### config.mk
export PLATFORM = sky130hd
export DESIGN_NAME = keyed_window_wdt
export DESIGN_NICKNAME = d
export VERILOG_FILES = /design/src/rtl/kwd_pkg.sv /design/src/rtl/kwd_keyseq.sv /design/src/rtl/kwd_countdown.sv /design/src/rtl/kwd_regfile.sv /design/src/rtl/keyed_window_wdt.sv
export SDC_FILE = /design/constraint.sdc
export NUM_CORES = 1
export LEC_CHECK = 0
export ABC_AREA = 1
export ABC_CLOCK_PERIOD_IN_PS = 1800
export BUFFER_PORTS_ARGS = -buffer_cell sky130_fd_sc_hd__buf_2
export CAP_MARGIN = 20
export CORE_MARGIN = 5
export CORE_UTILIZATION = 53
export CTS_CLUSTER_DIAMETER = 40
export DETAILED_ROUTE_END_ITERATION = 12
export HOLD_SLACK_MARGIN = 0.03
export PLACE_DENSITY = 0.77
export SLEW_MARGIN = 5
export SYNTH_ARGS = -nofsm -noshare
export SYNTH_HDL_FRONTEND = slang
export SYNTH_SLANG_ARGS = --single-unit
### constraint.sdc
create_clock -name clk -period 1.8 [get_ports clk]
set_input_delay 0.09 -clock clk [delete_from_list [all_inputs] [get_ports clk]]
set_output_delay 0.09 -clock clk [all_outputs]
set_load 0.01 [all_outputs]
### src/rtl/kwd_pkg.sv
package kwd_pkg;

   localparam logic [31:0] KEY_ENABLE = 32'hA985_59DA;
   localparam logic [31:0] KEY_STEP1  = 32'h0000_E51A;
   localparam logic [31:0] KEY_STEP2  = 32'h0000_A35C;
   localparam logic [3:0]  REACT_IRQ  = 4'hA;
   localparam logic [7:0]  WIN_RESET  = 8'h50;

   localparam int IDX_W = 3;
   localparam logic [IDX_W-1:0] IDX_CTRL    = 3'd0;
   localparam logic [IDX_W-1:0] IDX_PRELOAD = 3'd1;
   localparam logic [IDX_W-1:0] IDX_STATUS  = 3'd2;
   localparam logic [IDX_W-1:0] IDX_KEY     = 3'd3;
   localparam logic [IDX_W-1:0] IDX_COUNT   = 3'd4;
   localparam logic [IDX_W-1:0] IDX_REACT   = 3'd5;
   localparam logic [IDX_W-1:0] IDX_WIN     = 3'd6;

   typedef enum logic {
      KS_IDLE    = 1'b0,
      KS_SERVICE = 1'b1
   } keyst_t;

   typedef struct packed {
      logic ctrl;
      logic preload;
      logic status;
      logic key;
      logic react;
      logic win;
   } wr_sel_t;

   function automatic logic [2:0] win_shift(input logic [7:0] code);
      case (code)
         8'h50:   return 3'd1;
         8'h05:   return 3'd2;
         8'h06:   return 3'd3;
         8'h07:   return 3'd4;
         default: return 3'd5;
      endcase
   endfunction

endpackage

### src/rtl/kwd_keyseq.sv
module kwd_keyseq
   import kwd_pkg::*;
(
   input  logic        clk,
   input  logic        rst_n,
   input  logic        wr_key,
   input  logic [31:0] wdata,
   output logic        svc_req,
   output logic        in_service
);

   keyst_t state_q, state_d;

   always_comb begin
      state_d = state_q;
      if (wr_key) begin
         if (wdata == KEY_STEP1) state_d = KS_SERVICE;
         else                    state_d = KS_IDLE;
      end
   end

   always_ff @(posedge clk or negedge rst_n) begin
      if (!rst_n) state_q <= KS_IDLE;
      else        state_q <= state_d;
   end

   assign svc_req    = wr_key && (wdata == KEY_STEP2) && (state_q == KS_SERVICE);
   assign in_service = (state_q == KS_SERVICE);


   idle_after_request_chk: assert property (@(posedge clk) disable iff (!rst_n)
      svc_req |=> !in_service);

endmodule

### src/rtl/kwd_countdown.sv
module kwd_countdown
   import kwd_pkg::*;
#(
   parameter int PRELOAD_W   = 12,
   parameter int SCALE_SHIFT = 13,
   localparam int CNT_W      = PRELOAD_W + SCALE_SHIFT
)(
   input  logic                 clk,
   input  logic                 rst_n,
   input  logic                 enabled,
   input  logic                 enable_pulse,
   input  logic                 svc_req,
   input  logic [PRELOAD_W-1:0] preload,
   input  logic [7:0]           win_code,
   output logic [CNT_W-1:0]     count,
   output logic                 expired,
   output logic                 early_viol
);

   logic [CNT_W-1:0] count_q, thresh_q, reload;
   logic             win_open, load;

   assign reload     = CNT_W'(preload) << SCALE_SHIFT;
   assign win_open   = count_q < thresh_q;
   assign load       = enable_pulse || (svc_req && enabled && win_open);
   assign early_viol = svc_req && enabled && !win_open;
   assign expired    = enabled && (count_q == '0);
   assign count      = count_q;

   always_ff @(posedge clk or negedge rst_n) begin
      if (!rst_n) begin
         count_q  <= '0;
         thresh_q <= '0;
      end else if (load) begin
         count_q  <= reload;
         thresh_q <= reload >> win_shift(win_code);
      end else if (enabled && (count_q != '0)) begin
         count_q  <= count_q - 1'b1;
      end
   end


   step_down_chk: assert property (@(posedge clk) disable iff (!rst_n)
      (enabled && !load && count_q != '0) |=> (count_q == $past(count_q) - 1'b1));


   reload_value_chk: assert property (@(posedge clk) disable iff (!rst_n)
      load |=> (count_q == $past(reload)));


   hold_zero_chk: assert property (@(posedge clk) disable iff (!rst_n)
      (enabled && !load && count_q == '0) |=> (count_q == '0));

endmodule

### src/rtl/kwd_regfile.sv
module kwd_regfile
   import kwd_pkg::*;
#(
   parameter int PRELOAD_W = 12
)(
   input  logic                 clk,
   input  logic                 rst_n,
   input  wr_sel_t              wsel,
   input  logic [31:0]          wdata,
   input  logic                 expired,
   input  logic                 early_viol,
   output logic                 enabled,
   output logic                 enable_pulse,
   output logic [PRELOAD_W-1:0] preload,
   output logic                 flag,
   output logic [3:0]           react,
   output logic [7:0]           win_code
);

   logic                 en_q, flag_q;
   logic [PRELOAD_W-1:0] pre_q;
   logic [3:0]           react_q;
   logic [7:0]           win_q;
   logic                 viol;

   assign enable_pulse = wsel.ctrl && (wdata == KEY_ENABLE) && !en_q;
   assign viol         = expired || early_viol;

   always_ff @(posedge clk or negedge rst_n) begin
      if (!rst_n) begin
         en_q    <= 1'b0;
         pre_q   <= '0;
         flag_q  <= 1'b0;
         react_q <= '0;
         win_q   <= WIN_RESET;
      end else begin
         if (enable_pulse)             en_q    <= 1'b1;
         if (wsel.preload && !en_q)    pre_q   <= wdata[PRELOAD_W-1:0];
         if (wsel.react)               react_q <= wdata[3:0];
         if (wsel.win)                 win_q   <= wdata[7:0];
         if (viol)                     flag_q  <= 1'b1;
         else if (wsel.status && wdata[1]) flag_q <= 1'b0;
      end
   end

   assign enabled  = en_q;
   assign preload  = pre_q;
   assign flag     = flag_q;
   assign react    = react_q;
   assign win_code = win_q;


   stays_enabled_chk: assert property (@(posedge clk) disable iff (!rst_n)
      en_q |=> en_q);


   preload_locked_chk: assert property (@(posedge clk) disable iff (!rst_n)
      en_q |=> $stable(pre_q));


   early_sets_flag_chk: assert property (@(posedge clk) disable iff (!rst_n)
      early_viol |=> flag_q);


   expiry_sets_flag_chk: assert property (@(posedge clk) disable iff (!rst_n)
      expired |=> flag_q);

endmodule

### src/rtl/keyed_window_wdt.sv
module keyed_window_wdt
   import kwd_pkg::*;
#(
   parameter int PRELOAD_W   = 12,
   parameter int SCALE_SHIFT = 13,
   parameter int ADDR_W      = 8
)(
   input  logic              clk,
   input  logic              rst_n,
   input  logic              bus_we,
   input  logic [ADDR_W-1:0] bus_addr,
   input  logic [31:0]       bus_wdata,
   output logic [31:0]       bus_rdata,
   output logic              nmi_o,
   output logic              rst_req_o
);

   localparam int CNT_W = PRELOAD_W + SCALE_SHIFT;

   if (PRELOAD_W < 1 || PRELOAD_W > 16) begin : g_bad_preload
      $error("PRELOAD_W must lie in 1..16");
   end
   if (SCALE_SHIFT < 0 || CNT_W > 32) begin : g_bad_shift
      $error("PRELOAD_W + SCALE_SHIFT must not exceed 32");
   end
   if (ADDR_W < 5) begin : g_bad_addr
      $error("ADDR_W must be at least 5");
   end

   logic             upper_zero, addr_ok;
   logic [IDX_W-1:0] widx;
   wr_sel_t          wsel;

   if (ADDR_W > 5) begin : g_upper
      assign upper_zero = (bus_addr[ADDR_W-1:5] == '0);
   end else begin : g_noupper
      assign upper_zero = 1'b1;
   end

   assign widx    = bus_addr[4:2];
   assign addr_ok = upper_zero && (bus_addr[1:0] == 2'b00);

   always_comb begin
      wsel         = '0;
      wsel.ctrl    = bus_we && addr_ok && (widx == IDX_CTRL);
      wsel.preload = bus_we && addr_ok && (widx == IDX_PRELOAD);
      wsel.status  = bus_we && addr_ok && (widx == IDX_STATUS);
      wsel.key     = bus_we && addr_ok && (widx == IDX_KEY);
      wsel.react   = bus_we && addr_ok && (widx == IDX_REACT);
      wsel.win     = bus_we && addr_ok && (widx == IDX_WIN);
   end

   logic                 enabled, enable_pulse, flag, expired, early_viol;
   logic                 svc_req, in_service;
   logic [PRELOAD_W-1:0] preload;
   logic [3:0]           react;
   logic [7:0]           win_code;
   logic [CNT_W-1:0]     count;
   logic [31:0]          count_ext;

   kwd_regfile #(.PRELOAD_W(PRELOAD_W)) u_regs (
      .clk          (clk),
      .rst_n        (rst_n),
      .wsel         (wsel),
      .wdata        (bus_wdata),
      .expired      (expired),
      .early_viol   (early_viol),
      .enabled      (enabled),
      .enable_pulse (enable_pulse),
      .preload      (preload),
      .flag         (flag),
      .react        (react),
      .win_code     (win_code)
   );

   kwd_keyseq u_keys (
      .clk        (clk),
      .rst_n      (rst_n),
      .wr_key     (wsel.key),
      .wdata      (bus_wdata),
      .svc_req    (svc_req),
      .in_service (in_service)
   );

   kwd_countdown #(.PRELOAD_W(PRELOAD_W), .SCALE_SHIFT(SCALE_SHIFT)) u_cnt (
      .clk          (clk),
      .rst_n        (rst_n),
      .enabled      (enabled),
      .enable_pulse (enable_pulse),
      .svc_req      (svc_req),
      .preload      (preload),
      .win_code     (win_code),
      .count        (count),
      .expired      (expired),
      .early_viol   (early_viol)
   );

   if (CNT_W < 32) begin : g_cnt_pad
      assign count_ext = {{(32-CNT_W){1'b0}}, count};
   end else begin : g_cnt_full
      assign count_ext = count;
   end

   always_comb begin
      bus_rdata = '0;
      if (addr_ok) begin
         case (widx)
            IDX_CTRL:    bus_rdata[0]           = enabled;
            IDX_PRELOAD: bus_rdata[PRELOAD_W-1:0] = preload;
            IDX_STATUS:  bus_rdata[1]           = flag;
            IDX_KEY:     bus_rdata[0]           = in_service;
            IDX_COUNT:   bus_rdata              = count_ext;
            IDX_REACT:   bus_rdata[3:0]         = react;
            IDX_WIN:     bus_rdata[7:0]         = win_code;
            default:     bus_rdata              = '0;
         endcase
      end
   end

   assign nmi_o     = flag && (react == REACT_IRQ);
   assign rst_req_o = flag && (react != REACT_IRQ);


   one_reaction_chk: assert property (@(posedge clk) disable iff (!rst_n)
      !(nmi_o && rst_req_o));


   reaction_on_flag_chk: assert property (@(posedge clk) disable iff (!rst_n)
      (early_viol || expired) |=> (nmi_o || rst_req_o));

endmodule

# Yosys cells after proc, flatten, opt, wreduce, memory -nomap -nowiden
# Cells that the tools add are included.
[word_totals]
ff_bits = 77
wordCells = 72
[classes]
eq_ne = 15
n_shift = 1
magnitude_cmp = 1
n_reduce_logical = 32
n_mux = 14
n_addsub = 1
[op_table]
columns = ["cell", "count"]
rows = [
  ["25-bit 2-to-1 mux", 3],
  ["32-bit by 16-bit == test with 1-bit output, second input constant", 2],
  ["32-bit == test, second input constant", 1],
  ["25-bit zero test", 1],
  ["25-bit less-than comparator", 1],
  ["25-bit nonzero test", 1],
  ["25-bit by 3-bit >> shifter with 25-bit output", 1],
  ["25-bit by 1-bit subtractor with 25-bit output, second input constant", 1],
  ["8-bit by 3-bit == test with 1-bit output, second input constant", 3],
  ["1-bit logical AND", 21],
  ["13-bit 2-to-1 mux", 1],
  ["3-bit one-hot mux with 4 select lines", 1],
  ["4-bit one-hot mux with 3 select lines", 1],
  ["3-bit == test, second input constant", 3],
  ["8-bit by 7-bit == test with 1-bit output, second input constant", 1],
  ["2-bit one-hot mux with 4 select lines", 1],
  ["4-bit one-hot mux with 2 select lines", 1],
  ["3-bit by 2-bit == test with 1-bit output, second input constant", 2],
  ["3-bit zero test", 2],
  ["1-bit one-hot mux with 6 select lines", 1],
  ["1-bit one-hot mux with 5 select lines", 1],
  ["4-bit == test, second input constant", 1],
  ["4-bit inequality test, second input constant", 1],
  ["2-bit nonzero test", 2],
  ["6 further kinds", 10],
]

# Logic depth before layout (Yosys ltp)
[logic_depth]
word_depth = 11
mapped_depth = 15
ltp_nobuf = 14

# Cells and area by module
# Synthesis repeated with hierarchy kept, for this count alone.
[unflattened]
hier_cells = 919
hier_area_um2 = 5789.3
[by_module_without_submodules]
columns = ["mod", "instances", "seq_area_each_um2", "area_per_inst_um2", "cells_each"]
rows = [
  ["kwd_countdown", 1, 1101.1, 3659.8, 583],
  ["kwd_regfile", 1, 653.1, 1188.6, 134],
  ["keyed_window_wdt", 1, 0.0, 705.7, 151],
  ["kwd_keyseq", 1, 25.0, 235.2, 51],
]

# Worst setup path after synthesis
# OpenSTA, ideal clock, no wires.
[synth_path]
path_type = "flip-flop to flip-flop"
startpoint = "register u_cnt.count_q[20] (netlist: u_cnt.count[20])"
endpoint = "register u_cnt.thresh_q[17]"
path_buffers = 1
path_stages_with_launch = 14
slack_ns = -0.032
t_arrival_ns = 1.768
setup_time_ns = 0.065
synth_period_minus_slack_ns = 1.832
path_cell_list = "dfrtp_1 > ha_1 > nand2_1 > inv_1 > nand2_1 > nand2_1 > a21oi_1 > nand2_1 > inv_1 > nand2_1 > o21ai_4 > buf_6 > nand2_1 > nand2_1"
[synth_between]
elab_chain_len = 3
[synth_lines]
columns = ["element", "line", "source"]
rows = [
  ["from (decl)", "kwd_countdown.sv:20", "logic [CNT_W-1:0] count_q, thresh_q, reload;"],
  ["from (signal assigned)", "kwd_countdown.sv:35", "count_q <= reload;"],
  ["from (signal assigned)", "kwd_countdown.sv:38", "count_q <= count_q - 1'b1;"],
  ["25-bit less-than comparator", "kwd_countdown.sv:24", "assign win_open = count_q < thresh_q;"],
  ["1-bit logical AND", "kwd_countdown.sv:25", "assign load = enable_pulse || (svc_req && enabled && win_open);"],
  ["1-bit logical OR", "kwd_countdown.sv:25", ""],
  ["to (signal assigned)", "kwd_countdown.sv:36", "thresh_q <= reload >> win_shift(win_code);"],
  ["to (decl)", "kwd_countdown.sv:20", ""],
]
# No other way between the ends.
# A chain may end at the register's enable or synchronous reset.

# Worst setup path after layout
[layout_path]
startpoint = "register u_cnt.count_q[12] (netlist: u_cnt.count[12])"
endpoint = "register u_cnt.thresh_q[16]"
# The elaborated chain is that of the path after synthesis.

==> results.md <==
* Critical Path Sink Type: flop
* Share of cells above drive strength 1 at 0.262
* Commonest cells in the synthesized netlist: nand2_1 (250), nor2_1 (118), inv_1 (108)
* CP required at 2.09 ns
* CP max FO at 16
* Setup ws final at -0.250 ns
* N_diodes at 0
* H-tree lvl count at 3
* Initial Util at 0.546
* Total GRT Usage at 0.281
* DRC Markers at 0
* Total power at 3.40 mW
* Critical path launch point: u_cnt.count[12]$_DFFE_PN0P_
* Post-route ant nets at 0
* CP endpoint: u_cnt.thresh_q[16]$_DFFE_PN0P_
* Number of port buffers at 69
* Post-synth EDFFs at 0
* Ys Warns at 0
* I/O pin count at 77
* Site row count at 37
* Placed Instances at 1,148
* Reg-to-Reg End: u_cnt.thresh_q[16]$_DFFE_PN0P_
* Synth unique cells at 42
* Internal power at 2.51 mW
* Vias at 6,494
* CTS buffer count at 9
* Worst setup SP type: flop
* Clock share of power at 0.440
* Placer Congestion at 0.987
* Slowest stage cell, crit path: dfrtp_1
* P per Cell Area at 457 nW/um2
* Synth area leader: dfrtp_1
* Final #Nets at 1,105
* Seq pwr share at 0.476
* Final Hold Fails at 0
* Dominant cells by area after synthesis: dfrtp_1 (30%), nand2_1 (16%), nand3_1 (7.9%)
* Cell mode on critical path: nand2_1
* Largest net degree at the start of global routing at 72
* Final hold slack at 0.0441 ns
* Asr flop ratio synth at 1.00
* Antenna violations before repair at 0
* Slew @ Worst Pin at 0.609 ns
* Sink Count at 71
* Post-route setup TNS at -7.50 ns
* Max_slew headroom at 0.593
* Status: finished with violations
* FF+latch count, synth at 71
* Clock root buffer master: clkbuf_8
* Main flop type after synthesis: dfrtp_1
* Setup WS pre-CTS at -0.235 ns
* Syn avg cell area at 6.46 um2
* Worst-skew pair later-pin latency at 0.36 ns
* Combinational power share at 0.084
* Max-cap viol count at 0
* Register area share after synthesis at 0.313
* Worst-path clk slew at 0.09 ns
* Finish-stage setup viols at 44
* CP arrival at 2.34 ns
* DR pass1 iterations at 5
* Die Y at 114 um
* Max incr delay on CP at 0.43 ns
* Fillers at 885
* Initial DRC Count at 490
* Die X at 114 um
* Switching Fraction at 0.264
* Layout Skew at 0.0127 ns
* Hpwl dp at 13.7 mm
* Area of the die at 12,900 um2
* Vias in the first global route at 6,161
* Leakage power at 3.68 nW
* Remaining global-route overflow at 0
* Reg2reg path depth at 11
* Final cell count without fillers at 1,183
* Fin crit period at 2.05 ns
* F_max at 488 MHz
* Area growth, synth to finish at 30.9%
* Drt total wl at 18.8 mm
* Fin. max-slew vios at 0
* CP Cell Sequence: ha_1, a21oi_1, nand2_1, nand2_2, nand2_2, nand3_4, nand2_4, o21ai_4, buf_12, nand2_1, nand2_1
* RSZ-0062 raised after global routing: yes
* Final worst path period share at 1.14
* Count leader, synth: nand2_1
* Area share of the largest cell type after synthesis at 0.303
* Mapped Area at 5690 um2
* Bufs on Longest Clock Path at 2
* Maximum VDD drop at 510 uV
* Switching Power at 0.898 mW
* Mean routed wirelength per cell at 15.9 um
* Worst reg2reg startpoint: u_cnt.count[12]$_DFFE_PN0P_
* Critical Setup Path Class: reg2reg
* R2R Setup Slk at -0.25 ns
* Min-delay worst type: in2reg
* Vias/cell at 5.49
* Failing checks: negative setup slack
* First-pass GRT wire length at 29.2 mm
* Cell count after synthesis at 881
* CTS tree: done
* Core area at 10,400 um2
metrics by stage:
| stage | instance area [um2] | utilization |
|---|---|---|
| 6_report | 7450 | 0.715 |
| 5_1_grt | 7450 | 0.715 |
| 4_1_cts | 7180 | 0.689 |
| 3_5_place_dp | 6750 | 0.648 |
| 3_3_place_gp | 6750 | 0.648 |
| 2_1_floorplan | 5720 | - |
cell usage in the layout, fill, tap and decap left out, types with 5 or more instances in the layout:
cell type,netlist,routed
buf_12,0,6
nand2_1,250,240
xor2_1,8,8
nor2_2,12,17
nor3_1,25,25
ha_1,20,15
inv_1,108,106
dfrtp_1,69,69
nand3_1,90,79
nand2_2,4,12
a21oi_1,20,17
inv_2,5,7
nand3_2,2,12
nor2_4,2,9
nor3b_2,4,5
buf_6,7,6
buf_2,9,69
ha_4,0,5
o21ai_0,40,40
conb_1,1,7
nor2_1,118,106
nand4_1,30,30
buf_4,10,88
clkbuf_8,0,9
state kept, by name, summed over array words and instances, names as in the netlist:
| name | count |
|---|---|
| u_regs.preload | 12 |
| u_keys.in_service | 1 |
| u_regs.enabled | 1 |
| u_cnt.thresh_q | 19 |
| u_regs.flag | 1 |
| u_cnt.count | 25 |
| u_regs.win_code | 8 |
| u_regs.react | 4 |
cell type report:
| type | count | area, um2 | area share |
|---|---|---|---|
| flip-flops and latches | 71 | 1780 | 0.239 |
| inverters | 115 | 439 | 0.0589 |
| repair buffers | 175 | 1270 | 0.171 |
| well taps | 136 | 170 | 0.0228 |
| clock buffers | 9 | 124 | 0.0166 |
| clock inverters | 7 | 105 | 0.0141 |
| multi-input cells | 670 | 3560 | 0.478 |
worst max-delay path: cells and delay by family (launching register included):
| family | cells | cell delay (ns) |
|---|---|---|
| compound gates | 2 | 0.38 |
| fa+ha+maj | 1 | 0.34 |
| buf+inv | 1 | 0.16 |
| flops | 1 | 0.43 |
| simple gates | 7 | 0.67 |
timing repair:
action	CTS	global route
gates resized for setup	27	40
gates cloned	1	1
buffers inserted	5	8
setup endpoints to repair	45	46
endpoints found under the hold margin	73	0
hold buffers	4	0
pin swaps	4	17
power groups by stage:
stage               logic [mW]  registers (mW)  clock network (mW)
finish                   0.288            1.62                1.50
global route             0.324            1.62                1.56
CTS                      0.286            1.62                1.50
detailed placement       0.279            1.65                   0
global placement         0.277            1.65                   0
floorplan                0.135            1.65                   0
metal layers:
layer | global-route usage | share of wire | vias up
li1 | - | - | 3163
met1 | 0.365 | 0.41 | 2938
met2 | 0.462 | 0.47 | 322
met3 | 0.0340 | 0.073 | 71
met4 | 0.139 | 0.051 | 0
met5 | 0 | 0 | -
logic make-up (layout without fill, tap and decap cells):
group | Yosys count | after routing | synth area share
simple gates | 554 | 555 | 0.437
buf+inv | 147 | 306 | 0.115
compound gates | 80 | 80 | 0.0787
flops | 71 | 71 | 0.313
fa+ha+maj | 20 | 20 | 0.0440
xor+xnor | 8 | 8 | 0.0123
other cells | 1 | 7 | 0.000659
worst min path at each step:
stage	start	endpoint	slack (ns)	depth (start not counted)
2_1_floorplan	rst_n	u_cnt.count[0]$_DFFE_PN0P_	-0.21	0
3_3_place_gp	rst_n	u_cnt.count[0]$_DFFE_PN0P_	0.15	2
3_5_place_dp	rst_n	u_cnt.count[2]$_DFFE_PN0P_	0.14	2
4_1_cts	bus_wdata[4]	u_regs.preload[4]$_DFFE_PN0P_	0.04	3
5_1_grt	bus_wdata[8]	u_regs.preload[8]$_DFFE_PN0P_	0.07	3
6_report	bus_wdata[4]	u_regs.preload[4]$_DFFE_PN0P_	0.04	3
(Power assumes the default switching activity.)
